--- config.mk ---
export PLATFORM = sky130hd
export DESIGN_NAME = wdog_guard
export DESIGN_NICKNAME = d
export VERILOG_FILES = /design/src/rtl/wdog_pkg.sv /design/src/rtl/wdog_window.sv /design/src/rtl/wdog_presc.sv /design/src/rtl/wdog_cfg.sv /design/src/rtl/wdog_guard.sv
export SDC_FILE = /design/constraint.sdc
export NUM_CORES = 1
export LEC_CHECK = 0
export ABC_AREA = 1
export BUFFER_PORTS_ARGS = -buffer_cell sky130_fd_sc_hd__buf_2
export CAP_MARGIN = 15
export CORE_UTILIZATION = 56
export DETAILED_ROUTE_END_ITERATION = 16
export PLACE_DENSITY = 0.78
export RECOVER_POWER = 50
export SLEW_MARGIN = 30
export SYNTH_ARGS = -nofsm -noshare
export SYNTH_HDL_FRONTEND = slang
export SYNTH_SLANG_ARGS = --single-unit
--- constraint.sdc ---
create_clock -name clk -period 2.6 [get_ports clk]
set_clock_uncertainty 0.15 [all_clocks]
set_input_delay 0.13 -clock clk [delete_from_list [all_inputs] [get_ports clk]]
set_output_delay 0.13 -clock clk [all_outputs]
set_load 0.02 [all_outputs]
--- src/rtl/wdog_pkg.sv ---
// Shared register layout and field types for the watchdog.
// Assumes a single 8-bit control register; bit positions are fixed here.
package wdog_pkg;
    localparam int REG_W   = 8;
    localparam int SEL_W   = 4;
    localparam int B_FLAG  = 7;
    localparam int B_MODE  = 6;
    localparam int B_CHG   = 5;
    localparam int B_EN    = 4;
    localparam int N_TAPS  = 10;

    typedef struct packed {
        logic             flag;
        logic             mode;
        logic             en;
        logic [SEL_W-1:0] sel;
    } wd_cfg_t;
endpackage

--- src/rtl/wdog_window.sv ---
// Unlock window tracker: an unlock write loads a down-counter, and the
// window stays open while the counter is non-zero.
// Assumes unlock_hit and done are never high together.
module wdog_window #(
    parameter int WIN = 4
) (
    input  logic clk,
    input  logic rst_n,
    input  logic unlock_hit,
    input  logic done,
    output logic win_open
);
    localparam int CW = $clog2(WIN + 1);

    logic [CW-1:0] left_q;

    // Load on unlock, drop on completion, otherwise count down to zero.
    always_ff @(posedge clk) begin
        if (!rst_n)
            left_q <= '0;
        else if (unlock_hit)
            left_q <= CW'(WIN);
        else if (done)
            left_q <= '0;
        else if (left_q != '0)
            left_q <= left_q - CW'(1);
    end

    assign win_open = (left_q != '0);
endmodule

--- src/rtl/wdog_presc.sv ---
// Tick prescaler with tap selection: counts slow ticks and flags expiry
// when the low n bits of the count are all ones on a tick.
// Assumes tick is a one-cycle enable in the clk domain.
module wdog_presc #(
    parameter int TAP_LO = 11
) (
    input  logic                      clk,
    input  logic                      rst_n,
    input  logic                      run,
    input  logic                      clr,
    input  logic                      tick,
    input  logic [wdog_pkg::SEL_W-1:0] sel,
    output logic                      expire
);
    import wdog_pkg::*;

    localparam int CNT_W = TAP_LO + N_TAPS - 1;

    logic [CNT_W-1:0]  cnt_q;
    logic [N_TAPS-1:0] tap_full;
    logic [SEL_W-1:0]  sel_eff;
    logic              tap_hit;

    // One all-ones detector per selectable period.
    for (genvar i = 0; i < N_TAPS; i++) begin : g_tap
        assign tap_full[i] = &cnt_q[TAP_LO+i-1:0];
    end

    // Reserved select codes fold onto the longest period.
    always_comb begin
        sel_eff = (sel > SEL_W'(N_TAPS - 1)) ? SEL_W'(N_TAPS - 1) : sel;
    end

    // Tap multiplexer.
    always_comb begin
        tap_hit = 1'b0;
        for (int k = 0; k < N_TAPS; k++)
            if (sel_eff == SEL_W'(k))
                tap_hit = tap_full[k];
    end

    assign expire = run & tick & ~clr & tap_hit;

    // Count ticks; hold at zero when stopped, cleared or expired.
    always_ff @(posedge clk) begin
        if (!rst_n)
            cnt_q <= '0;
        else if (!run || clr || expire)
            cnt_q <= '0;
        else if (tick)
            cnt_q <= cnt_q + CNT_W'(1);
    end
endmodule

--- src/rtl/wdog_cfg.sv ---
// Control register fields and protection rules for both strap levels,
// plus the expiry response (reset pulse or sticky flag).
// Assumes the strap only changes while rst_n is low.
module wdog_cfg (
    input  logic                        clk,
    input  logic                        rst_n,
    input  logic                        safe_hi,
    input  logic                        wr_en,
    input  logic [wdog_pkg::REG_W-1:0]  wr_data,
    input  logic                        win_open,
    input  logic                        expire,
    output logic                        unlock_hit,
    output logic                        done,
    output wdog_pkg::wd_cfg_t           cfg,
    output logic                        rst_pulse
);
    import wdog_pkg::*;

    wd_cfg_t cfg_q;
    logic    rst_q;
    logic    w_chg, w_en;

    assign w_chg      = wr_data[B_CHG];
    assign w_en       = wr_data[B_EN];
    assign unlock_hit = wr_en & w_chg & w_en;
    assign done       = wr_en & ~w_chg & win_open;

    // Enable bit: strict level pins it high, relaxed level gates clearing.
    always_ff @(posedge clk) begin
        if (!rst_n)
            cfg_q.en <= safe_hi;
        else if (safe_hi)
            cfg_q.en <= 1'b1;
        else if (done)
            cfg_q.en <= w_en;
        else if (wr_en && w_en)
            cfg_q.en <= 1'b1;
    end

    // Period select: free at relaxed level, window-only at strict level.
    always_ff @(posedge clk) begin
        if (!rst_n)
            cfg_q.sel <= '0;
        else if (done || (wr_en && !safe_hi))
            cfg_q.sel <= wr_data[SEL_W-1:0];
    end

    // Expiry mode bit is unprotected.
    always_ff @(posedge clk) begin
        if (!rst_n)
            cfg_q.mode <= 1'b0;
        else if (wr_en)
            cfg_q.mode <= wr_data[B_MODE];
    end

    // Sticky interrupt flag; a new expiry wins over a clear.
    always_ff @(posedge clk) begin
        if (!rst_n)
            cfg_q.flag <= 1'b0;
        else if (expire && cfg_q.mode)
            cfg_q.flag <= 1'b1;
        else if (wr_en && wr_data[B_FLAG])
            cfg_q.flag <= 1'b0;
    end

    // One-cycle reset request on expiry in reset mode.
    always_ff @(posedge clk) begin
        if (!rst_n)
            rst_q <= 1'b0;
        else
            rst_q <= expire & ~cfg_q.mode;
    end

    assign cfg       = cfg_q;
    assign rst_pulse = rst_q;
endmodule

--- src/rtl/wdog_guard.sv ---
// Watchdog top: joins the register rules, the unlock window and the
// prescaler. Assumes osc_tick is already synchronous to clk.
module wdog_guard #(
    parameter int TAP_LO = 11,
    parameter int WIN    = 4
) (
    input  logic       clk,
    input  logic       rst_n,
    input  logic       safe_hi,
    input  logic       wr_en,
    input  logic [7:0] wr_data,
    output logic [7:0] rd_data,
    input  logic       wd_clear,
    input  logic       osc_tick,
    output logic       irq,
    output logic       sys_rst
);
    import wdog_pkg::*;

    wd_cfg_t cfg;
    logic    unlock_hit, done, win_open, expire, rst_pulse;

    wdog_cfg u_cfg (
        .clk        (clk),
        .rst_n      (rst_n),
        .safe_hi    (safe_hi),
        .wr_en      (wr_en),
        .wr_data    (wr_data),
        .win_open   (win_open),
        .expire     (expire),
        .unlock_hit (unlock_hit),
        .done       (done),
        .cfg        (cfg),
        .rst_pulse  (rst_pulse)
    );

    wdog_window #(.WIN(WIN)) u_win (
        .clk        (clk),
        .rst_n      (rst_n),
        .unlock_hit (unlock_hit),
        .done       (done),
        .win_open   (win_open)
    );

    wdog_presc #(.TAP_LO(TAP_LO)) u_presc (
        .clk    (clk),
        .rst_n  (rst_n),
        .run    (cfg.en),
        .clr    (wd_clear),
        .tick   (osc_tick),
        .sel    (cfg.sel),
        .expire (expire)
    );

    // Readback view of the control register.
    always_comb begin
        rd_data = {cfg.flag, cfg.mode, win_open, cfg.en, cfg.sel};
    end

    assign irq     = cfg.flag;
    assign sys_rst = rst_pulse;
endmodule

==> impl_metrics.csv, run 1 <==
group,metric,value,unit
place,portBuffers,23,
power_and_ir_drop,combPwrFrac,0.279,
logic_synthesis,synth.top_cells.by_area,"sky130_fd_sc_hd__dfxtp_1 37%, sky130_fd_sc_hd__nor2_1 7.1%, sky130_fd_sc_hd__inv_1 6.0%",
worst_setup_path,timing_worst_setup_path_type,"primary input to flip-flop",
floorplanning,core-area,0.00276,sq mm
logic_synthesis,synth-edff-count,1,
worst_setup_path,rrSetupSlack,0.13,ns
place,routabilityCongestion,0.869,
power_and_ir_drop,power.leakage,0.000797,uW
logic_synthesis,area_leader_netlist,"sky130_fd_sc_hd__dfxtp_1",
floorplanning,dieHeight,56.1,um
power_and_ir_drop,pwr_density_cell,539,mW/mm^2
global_route,antenna_violations_before_repair,0,
clocking,total_clock_sinks,31,
power_and_ir_drop,power.share.sequential,0.480,
floorplanning,start_util,0.594,
worst_setup_path,cp_data_arrival_time,2.59,ns
sta,final-setup-viol-count,0,
cells_and_area,antenna_cells,0,
worst_setup_path,worst-path-max-fanout,1,
cells_and_area,finalInstanceArea,0.00206,sq mm
routing,postRouteAntennaNets,0,
clocking,tritoncts,"done",
clocking,clk_transition_reported_paths,0.10,ns
flow_run,timing.max_cap.violations,0,
clocking,cts-buffers-inserted,5,
cells_and_area,layout-area-overhead-vs-synth,25.7,%
power_and_ir_drop,clock_power_share,0.241,
status,result_of_the_run,"finished clean",
logic_synthesis,yosys_warnings,0,
clocking,cts-root-to-sink-buffers,2,
routing,viasPerCell,5.13,
floorplanning,std_cell_rows,19,
sta,timing.final.hold_violations,0,
routing,drt_wl_cell,13.0,um
floorplanning,die_width,56.1,um
logic_synthesis,yosys.cell_types.count,31,
logic_synthesis,avgSynthCellArea,7.76,sq um
worst_setup_path,number_of_cells_traversed_by_the_worst_register_to_register_path,13,
logic_synthesis,synthArstFlopShare,0,
sta,max-slew-margin-rel,0.762,
sta,worst_hold_slack,0.0458,ns
power_and_ir_drop,power_report.internal_total,736,uW
routing,dr.first_iter.drc_count,127,
place,placedCellCount,259,
place,dpl-instance-area,0.00176,sq mm
sta,timing_max_transition_violations_final,0,
worst_hold_path,holdCritPathClass,"primary input to flip-flop",
cells_and_area,fin_cells,293,
clocking,cts-root-buf,"sky130_fd_sc_hd__clkbuf_4",
logic_synthesis,synth.most_common_cell,"sky130_fd_sc_hd__nor2_1",
logic_synthesis,synth_top_area_share,0.367,
power_and_ir_drop,power.share.switching,0.337,
logic_synthesis,synth_top_cells_by_count,"31 x sky130_fd_sc_hd__nor2_1, 30 x sky130_fd_sc_hd__dfxtp_1, 26 x sky130_fd_sc_hd__inv_1",
worst_hold_path,hold_path_start,"wr_en",
clocking,cts_htree_levels,2,
logic_synthesis,synth_seq_area_share,0.385,
worst_setup_path,r2r-end,"u_cfg.cfg[6]$_SDFFE_PN0P_",
logic_synthesis,number_of_nets_produced_by_synthesis,229,
global_route,grt_pass1_vias,1394,
clocking,insertion_delay,0.32,ns
worst_hold_path,hold_depth,4,
power_and_ir_drop,power_switching,374,uW
power_and_ir_drop,vdd_ir_drop_max,0.000646,V
routing,routed_wl,3800,um
worst_setup_path,critical_path_sink_type,"flip-flop",
global_route,grt_first_pass_wirelength,6240,um
sta,finalCriticalPeriod,2.53,ns
floorplanning,design.portCount,24,
cells_and_area,num-fill-cells,203,
worst_setup_path,regToRegStartpoint,"u_presc.cnt_q[0]$_SDFFE_PP0P_",
sta,max_clock_freq,0.396,GHz
global_route,grt_max_degree,21,
cells_and_area,final_nets,279,
place,place_hpwl,2170,um
sta,fin_crit_sh,0.972,
logic_synthesis,syn_inst,211,
worst_hold_path,worstHoldEndpoint,"u_win.left_q[1]$_SDFFE_PP0N_",
logic_synthesis,syn-cell-area,0.00164,sq mm
routing,route.vias.total,1502,
logic_synthesis,synth_seq_cells,31,
floorplanning,design.die.area,0.00314,sq mm
worst_setup_path,timing.critical_path.from_type,"primary input",
routing,remaining_drc_errors,0,
routing,detail_route.first_pass.iterations,4,
cells_and_area,fraction_of_final_layout_cells_sized_beyond_drive_strength_1,0.237,
global_route,globalRoute.totalOverflow,0,
global_route,track_usage,0.254,
logic_synthesis,dominantRegCellSynth,"sky130_fd_sc_hd__dfxtp_1",
sta,max_slew.worst_pin.slew,0.356,ns
worst_setup_path,critPathRequiredTime,2.66,ns
layout make-up:
class	count	area [sq um]	area share
Sequential cell	31	637	0.309
Clock inverter	3	15.0	0.00729
Clock buffer	5	37.5	0.0182
Tap cell	31	38.8	0.0188
Multi-Input combinational cell	146	865	0.420
Inverter	27	101	0.0492
Timing Repair Buffer	50	365	0.177
power groups by stage:
stage / combinational, uW / clock, uW / sequential (uW)
final: 310 / 268 / 533
after global routing: 340 / 296 / 539
after CTS: 290 / 272 / 532
after detailed placement: 264 / 0 / 543
after global placement: 260 / 0 / 542
after floorplan: 204 / 0 / 553
registers in the layout, summed over array words and instances, names as in the netlist:
| register | cells |
|---|---|
| u_presc.cnt_q | 20 |
| u_cfg.rst_pulse | 1 |
| u_cfg.cfg | 7 |
| u_win.left_q | 3 |
cell families (layout without fill, tap and decap cells):
group / after synthesis / count (layout) / synth area share
buffers and inverters: 34 / 85 / 0.0962
and+or+nand+nor: 98 / 98 / 0.299
xor gates and xnor gates: 17 / 17 / 0.0909
muxes: 2 / 2 / 0.0122
AOI/OAI and AO/OA: 25 / 25 / 0.0856
adders and majority gates: 4 / 4 / 0.0306
DFF: 31 / 31 / 0.385
cell usage in the layout, fill, tap and decap left out, drive strengths merged, types with 6 or more instances in the layout:
master / instances
nor2: 46
dfxtp: 30
nand2: 28
inv: 27
buf: 21
dlygate4sd3: 19
clkbuf: 15
nand3: 12
a21oi: 11
xor2: 11
o21ai: 9
nor3: 7
xnor2: 6
worst max-delay path, cell delays in order:
cell and delay [ns]:
sky130_fd_sc_hd__dlygate4sd3_1 0.53, sky130_fd_sc_hd__buf_2 0.11, sky130_fd_sc_hd__nand2_1 0.05, sky130_fd_sc_hd__dlygate4sd3_1 0.56, sky130_fd_sc_hd__nand3_1 0.07, sky130_fd_sc_hd__dlygate4sd3_1 0.54, sky130_fd_sc_hd__nand2_1 0.05, sky130_fd_sc_hd__dlygate4sd3_1 0.57
how the worst max path moves through the flow:
stage,start,endpoint,slack (ns),cells after the start
2_1_floorplan,u_presc.cnt_q[0]$_SDFFE_PP0P_,u_presc.cnt_q[3]$_SDFFE_PP0P_,0.55,14
3_3_place_gp,u_presc.cnt_q[0]$_SDFFE_PP0P_,u_presc.cnt_q[10]$_SDFFE_PP0P_,0.47,14
3_5_place_dp,u_presc.cnt_q[0]$_SDFFE_PP0P_,u_presc.cnt_q[13]$_SDFFE_PP0P_,0.39,14
4_1_cts,u_presc.cnt_q[0]$_SDFFE_PP0P_,u_cfg.cfg[6]$_SDFFE_PN0P_,0.10,13
5_1_grt,u_presc.cnt_q[0]$_SDFFE_PP0P_,u_cfg.cfg[6]$_SDFFE_PN0P_,-0.06,13
6_report,wr_data[7],u_cfg.cfg[6]$_SDFFE_PN0P_,0.07,8
per-layer routing:
metal / GRT usage / part of all wire / up-vias
met2: 0.413 / 0.50 / 33
met3: 0.0628 / 0.042 / 12
met1: 0.327 / 0.43 / 687
met5: 0 / 0 / -
met4: 0.0871 / 0.027 / 0
li1: - / - / 770
what timing repair did:
| action | CTS | global route |
|---|---|---|
| buffers inserted | 0 | 7 |
| gates resized for setup | 0 | 9 |
| endpoints found under the hold margin | 9 | 0 |
| hold buffers | 19 | 0 |
| setup endpoints to repair | 0 | 5 |
stage by stage:
stage / utilization / TNS (ns) / total power [uW] / setup WS (ns)
3_3_place_gp: 0.637 / 0 / 803 / 0.469
6_report: 0.747 / 0 / 1110 / 0.0734
3_5_place_dp: 0.637 / 0 / 807 / 0.392
5_1_grt: 0.747 / -0.0613 / 1170 / -0.0613
4_1_cts: 0.725 / 0 / 1090 / 0.103
2_1_floorplan: - / 0 / 757 / 0.554
Note: power is estimated with default switching activity, not from simulation.
==> run 2: changes to the inputs <==
- SETUP_SLACK_MARGIN: unset -> 0.1
==> impl_metrics.csv, run 2 (synthesis gave the netlist of run 1 again) <==
group,metric,value,unit
floorplanning,dieHeight,56.1,um
cells_and_area,finalInstanceArea,0.00200,sq mm
power_and_ir_drop,pwr_density_cell,550,mW/mm^2
power_and_ir_drop,report.power.total,1100,uW
sta,max_clock_freq,0.433,GHz
floorplanning,core-area,0.00276,sq mm
cells_and_area,layout.cells.most_common,"sky130_fd_sc_hd__dfxtp_1",
worst_setup_path,timing_worst_setup_path_type,"flip-flop to flip-flop",
worst_setup_path,max_stage_delay,0.61,ns
sta,rsz0062_at_grt,"no",
worst_setup_path,worst-path-max-fanout,7,
routing,route.vias.total,1479,
place,routabilityCongestion,0.869,
global_route,antenna_violations_before_repair,0,
clocking,insertion_delay,0.32,ns
routing,drt_wl_cell,12.3,um
global_route,globalRoute.totalOverflow,0,
floorplanning,std_cell_rows,19,
place,pre_cts_slack,0.392,ns
cells_and_area,num-fill-cells,220,
worst_setup_path,slowest_stage,"sky130_fd_sc_hd__dlygate4sd3_1",
routing,remaining_drc_errors,0,
routing,viasPerCell,5.15,
sta,final-setup-viol-count,0,
power_and_ir_drop,power.leakage,0.000762,uW
status,result_of_the_run,"finished clean",
place,portBuffers,23,
sta,fin_tns_setup,0,ns
floorplanning,start_util,0.594,
clocking,cts-buffers-inserted,5,
sta,max_slew.worst_pin.slew,0.388,ns
global_route,track_usage,0.249,
sta,finalCriticalPeriod,2.31,ns
cells_and_area,final_cell_mix,"30 x sky130_fd_sc_hd__dfxtp_1, 29 x sky130_fd_sc_hd__nor2_1, 26 x sky130_fd_sc_hd__inv_1",
global_route,grt_pass1_vias,1387,
cells_and_area,number_of_flip_flops_in_the_largest_register,20,
worst_setup_path,worstPathCellList,"inv_1 -> ha_1 -> inv_1 -> nor2_2 -> nor3_1 -> nor2_2 -> o21ai_0 -> dlygate4sd3_1 -> a21oi_1",
cells_and_area,antenna_cells,0,
clocking,cts-root-buf,"sky130_fd_sc_hd__clkbuf_4",
cells_and_area,registers.top_by_ff_count,"u_presc.cnt_q",
worst_setup_path,timing.critical_path.from_type,"flip-flop",
clocking,clk_transition_reported_paths,0.10,ns
global_route,grt_first_pass_wirelength,6130,um
floorplanning,design.portCount,24,
routing,detail_route.first_pass.iterations,4,
global_route,grt_max_degree,21,
floorplanning,design.die.area,0.00314,sq mm
worst_setup_path,critical_path_sink_type,"flip-flop",
clocking,tritoncts,"done",
worst_hold_path,holdCritPathClass,"primary input to flip-flop",
cells_and_area,final_nets,273,
power_and_ir_drop,vdd_ir_drop_max,0.000640,V
cells_and_area,layout-area-overhead-vs-synth,21.9,%
clocking,cts_htree_levels,2,
routing,routed_wl,3540,um
cells_and_area,fraction_of_final_layout_cells_sized_beyond_drive_strength_1,0.191,
worst_setup_path,rrSetupSlack,0.29,ns
clocking,cts-root-to-sink-buffers,2,
worst_setup_path,cp.buffers_inverters,3,
sta,worst_hold_slack,0.0453,ns
clocking,total_clock_sinks,31,
worst_setup_path,cp_data_arrival_time,2.42,ns
floorplanning,die_width,56.1,um
routing,dr.first_iter.drc_count,79,
place,dpl-instance-area,0.00176,sq mm
worst_setup_path,critPathRequiredTime,2.71,ns
worst_setup_path,path_delay_family,"buffers and inverters",
sta,fin_crit_sh,0.888,
sta,timing_max_transition_violations_final,0,
sta,max-slew-margin-rel,0.742,
flow_run,timing.max_cap.violations,0,
place,place_hpwl,2170,um
sta,setup_slack,0.290,ns
routing,postRouteAntennaNets,0,
sta,timing.final.hold_violations,0,
[run 2: through the flow]
step,cells,util
6_report,287,0.724
4_1_cts,286,0.725
3_5_place_dp,259,0.637
5_1_grt,287,0.724
3_3_place_gp,259,0.637
2_1_floorplan,211,-
[run 2: repair_timing]
action / CTS / global route
hold buffers: 19 / 0
gates resized for setup: 0 / 2
hold endpoints to repair: 9 / 0
setup endpoints to repair: 0 / 4
setup buffers: 0 / 1
[run 2: tightest hold or removal path: stages]
cell	delay (ns)
sky130_fd_sc_hd__buf_2	0.12
sky130_fd_sc_hd__nand3_1	0.08
sky130_fd_sc_hd__nand2_1	0.10
sky130_fd_sc_hd__a21oi_1	0.04
[run 2: power breakdown]
part           internal (uW)  switching [uW]  leakage, uW
combinational            122             178     0.000475
clock                    101             163    0.0000347
sequential               509            24.9     0.000252
[run 2: area by class of cell]
cell class / instances / area (sq um) / area share
inverter: 27 / 101 / 0.0508
multi-input combinational: 146 / 855 / 0.428
tap: 31 / 38.8 / 0.0194
timing repair buffer: 44 / 319 / 0.160
sequential: 31 / 631 / 0.316
clock inverter: 3 / 15.0 / 0.00752
clock buffer: 5 / 37.5 / 0.0188
[run 2: per-layer routing]
metal  up-vias  part of all wire  GRT usage  routed length (um)
li1        758                 -          -                   -
met3        12             0.028     0.0628                  99
met5         -                 0          0                   0
met4         0             0.029     0.0976                 103
met2        27              0.49      0.393                1730
met1       682              0.45      0.326                1600
[run 2: path summary, 6_finish.rpt]
kind	startpoint	end	cells after the start
min	wr_en	u_win.left_q[1]$_SDFFE_PP0N_	4
min reg2reg	u_win.left_q[1]$_SDFFE_PP0N_	u_win.left_q[1]$_SDFFE_PP0N_	2
max reg2reg	u_win.left_q[0]$_SDFFE_PP0N_	u_cfg.cfg[1]$_SDFFE_PN0P_	9
max	u_win.left_q[0]$_SDFFE_PP0N_	u_cfg.cfg[1]$_SDFFE_PN0P_	9
==> run 3: changes to the inputs <==
- CORE_ASPECT_RATIO: unset -> 1.25
- SYNTH_HIERARCHICAL: unset -> 1
==> impl_metrics.csv, run 3 <==
group,metric,value,unit
cells_and_area,antenna_cells,0,
logic_synthesis,dominantRegCellSynth,"sky130_fd_sc_hd__dfxtp_1",
cells_and_area,final_cell_mix,"54 x sky130_fd_sc_hd__nand2_1, 40 x sky130_fd_sc_hd__nor2_1, 37 x sky130_fd_sc_hd__inv_1",
worst_setup_path,worst-path-max-fanout,11,
worst_hold_path,holdCritPathClass,"primary input to flip-flop",
logic_synthesis,yosys.cell_types.count,33,
sta,max_clock_freq,0.437,GHz
logic_synthesis,yosys_warnings,6,
cells_and_area,layout-area-overhead-vs-synth,17.7,%
cells_and_area,fraction_of_final_layout_cells_sized_beyond_drive_strength_1,0.119,
sta,rsz0062_at_grt,"no",
routing,routed_wl,3600,um
status,result_of_the_run,"finished clean",
global_route,track_usage,0.251,
cells_and_area,finalInstanceArea,0.00204,sq mm
logic_synthesis,area_leader_netlist,"sky130_fd_sc_hd__dfxtp_1",
clocking,cts.repair.resized,0,
clocking,cts-buffers-inserted,5,
sta,finalCriticalPeriod,2.29,ns
logic_synthesis,synth.top_cells.by_area,"sky130_fd_sc_hd__dfxtp_1 35%, sky130_fd_sc_hd__nand2_1 11%, sky130_fd_sc_hd__nor2_1 8.7%",
logic_synthesis,synth_top_area_share,0.347,
power_and_ir_drop,vdd_ir_drop_max,0.000686,V
clocking,clk_transition_reported_paths,0.09,ns
routing,route.vias.total,1586,
worst_setup_path,critPathRequiredTime,2.54,ns
logic_synthesis,syn_inst,244,
logic_synthesis,number_of_nets_produced_by_synthesis,262,
floorplanning,start_util,0.588,
routing,viasPerCell,4.94,
worst_setup_path,critical_path_sink_type,"flip-flop",
place,place_hpwl,2350,um
worst_setup_path,timing.critical_path.from_type,"flip-flop",
clocking,cts-root-to-sink-buffers,2,
worst_hold_path,hold_depth,5,
routing,drt_wl_cell,11.2,um
cells_and_area,layout.cells.most_common,"sky130_fd_sc_hd__nand2_1",
logic_synthesis,synthArstFlopShare,0,
worst_setup_path,timing_worst_setup_path_type,"flip-flop to flip-flop",
global_route,globalRoute.totalOverflow,0,
routing,dr.first_iter.drc_count,46,
power_and_ir_drop,power.leakage,0.000862,uW
clocking,total_clock_sinks,31,
sta,fin_crit_sh,0.879,
power_and_ir_drop,pwr_density_cell,607,mW/mm^2
floorplanning,dieHeight,64.2,um
clocking,tritoncts,"done",
logic_synthesis,synth_seq_area_share,0.364,
sta,max_slew.worst_pin.slew,0.502,ns
floorplanning,std_cell_rows,22,
global_route,grt_max_degree,21,
routing,detail_route.first_pass.iterations,6,
logic_synthesis,synth_seq_cells,31,
floorplanning,core-area,0.00295,sq mm
global_route,grt_first_pass_wirelength,6180,um
sta,fin_tns_setup,0,ns
cells_and_area,registers.top_by_ff_count,"u_presc/cnt_q",
global_route,antenna_violations_before_repair,0,
floorplanning,design.die.area,0.00332,sq mm
routing,postRouteAntennaNets,0,
place,routabilityCongestion,0.773,
sta,timing_max_transition_violations_final,0,
cells_and_area,number_of_flip_flops_in_the_largest_register,20,
floorplanning,design.portCount,24,
worst_setup_path,number_of_cells_traversed_by_the_worst_register_to_register_path,7,
cells_and_area,final_nets,302,
place,dpl-instance-area,0.00183,sq mm
floorplanning,die_width,51.7,um
sta,final-setup-viol-count,0,
logic_synthesis,synth-edff-count,1,
sta,max-slew-margin-rel,0.665,
flow_run,timing.max_cap.violations,0,
clocking,cts-root-buf,"sky130_fd_sc_hd__clkbuf_4",
logic_synthesis,synth_top_cells_by_count,"52 x sky130_fd_sc_hd__nand2_1, 40 x sky130_fd_sc_hd__nor2_1, 37 x sky130_fd_sc_hd__inv_1",
place,portBuffers,23,
logic_synthesis,syn-cell-area,0.00173,sq mm
routing,remaining_drc_errors,0,
clocking,cts_htree_levels,2,
clocking,insertion_delay,0.34,ns
global_route,grt_pass1_vias,1487,
worst_setup_path,cp_data_arrival_time,2.22,ns
sta,timing.final.hold_violations,0,
logic_synthesis,synth.most_common_cell,"sky130_fd_sc_hd__nand2_1",
logic_synthesis,avgSynthCellArea,7.10,sq um
[run 3: cells by family (layout without fill, tap and decap cells)]
logic type      after synthesis  after routing  share of synthesized area
mux                           2              2                     0.0116
xor+xnor                     14             14                     0.0708
fa+ha+maj                     4              4                     0.0289
flops                        31             31                      0.364
simple gates                126            126                      0.328
buf+inv                      45             86                      0.119
compound gates               22             22                     0.0773
[run 3: through the flow]
| step | std cells | hold slack, ns | power [uW] | util | setup WS (ns) |
|---|---|---|---|---|---|
| after global routing | 321 | 0.0159 | 1340 | 0.692 | 0.102 |
| final | 321 | 0.0170 | 1240 | 0.692 | 0.314 |
| after CTS | 321 | 0.00200 | 1260 | 0.702 | 0.400 |
| after floorplan | 244 | 0.0735 | 862 | - | 0.788 |
| after global placement | 296 | 0.205 | 899 | 0.621 | 0.551 |
| after detailed placement | 296 | 0.209 | 905 | 0.621 | 0.475 |
[run 3: timing repair]
item | 4_1_cts | 5_1_grt
setup buffers | 0 | 0
hold buffers | 17 | 0
hold endpoints to repair | 12 | 0
[run 3: path summary, 6_finish.rpt]
path	slack [ns]	from	to
min reg2reg	0.34	u_win/left_q[0]$_SDFFE_PP0P_	u_win/left_q[0]$_SDFFE_PP0P_
max reg2reg	0.31	u_win/left_q[0]$_SDFFE_PP0P_	u_cfg/cfg[4]$_DFFE_PP_
max	0.31	u_win/left_q[0]$_SDFFE_PP0P_	u_cfg/cfg[4]$_DFFE_PP_
min	0.02	wr_data[5]	u_win/left_q[2]$_SDFFE_PN0P_
[run 3: layer usage]
metal | GRT usage | up-vias | part of all wire
li1 | - | 831 | -
met1 | 0.284 | 707 | 0.44
met2 | 0.425 | 41 | 0.51
met3 | 0.0452 | 7 | 0.042
met4 | 0.152 | 0 | 0.014
met5 | 0 | - | 0
[run 3: final cells by class]
cell class                      instances  area (sq um)
Fill cell                             245           907
Multi-Input combinational cell        168           880
Sequential cell                        31           631
Timing Repair Buffer                   40           272
Inverter                               38           143
Clock buffer                            8          68.8
Tap cell                               36          45.0
[run 3: where the power goes]
part	internal, uW	total [uW]	switching (uW)	leakage [uW]
Sequential	514	545	30.6	0.000253
Combinational	145	366	221	0.000570
Clock	159	327	168	0.0000386
[run 3: critical path, stage by stage, from the launching register on]
cell                            delay, ns
sky130_fd_sc_hd__dfxtp_1             0.34
sky130_fd_sc_hd__inv_1               0.07
sky130_fd_sc_hd__ha_1                0.24
sky130_fd_sc_hd__nand2_1             0.16
sky130_fd_sc_hd__nand3_2             0.23
sky130_fd_sc_hd__o21ai_0             0.21
sky130_fd_sc_hd__nand2_1             0.07
sky130_fd_sc_hd__dlygate4sd3_1       0.57
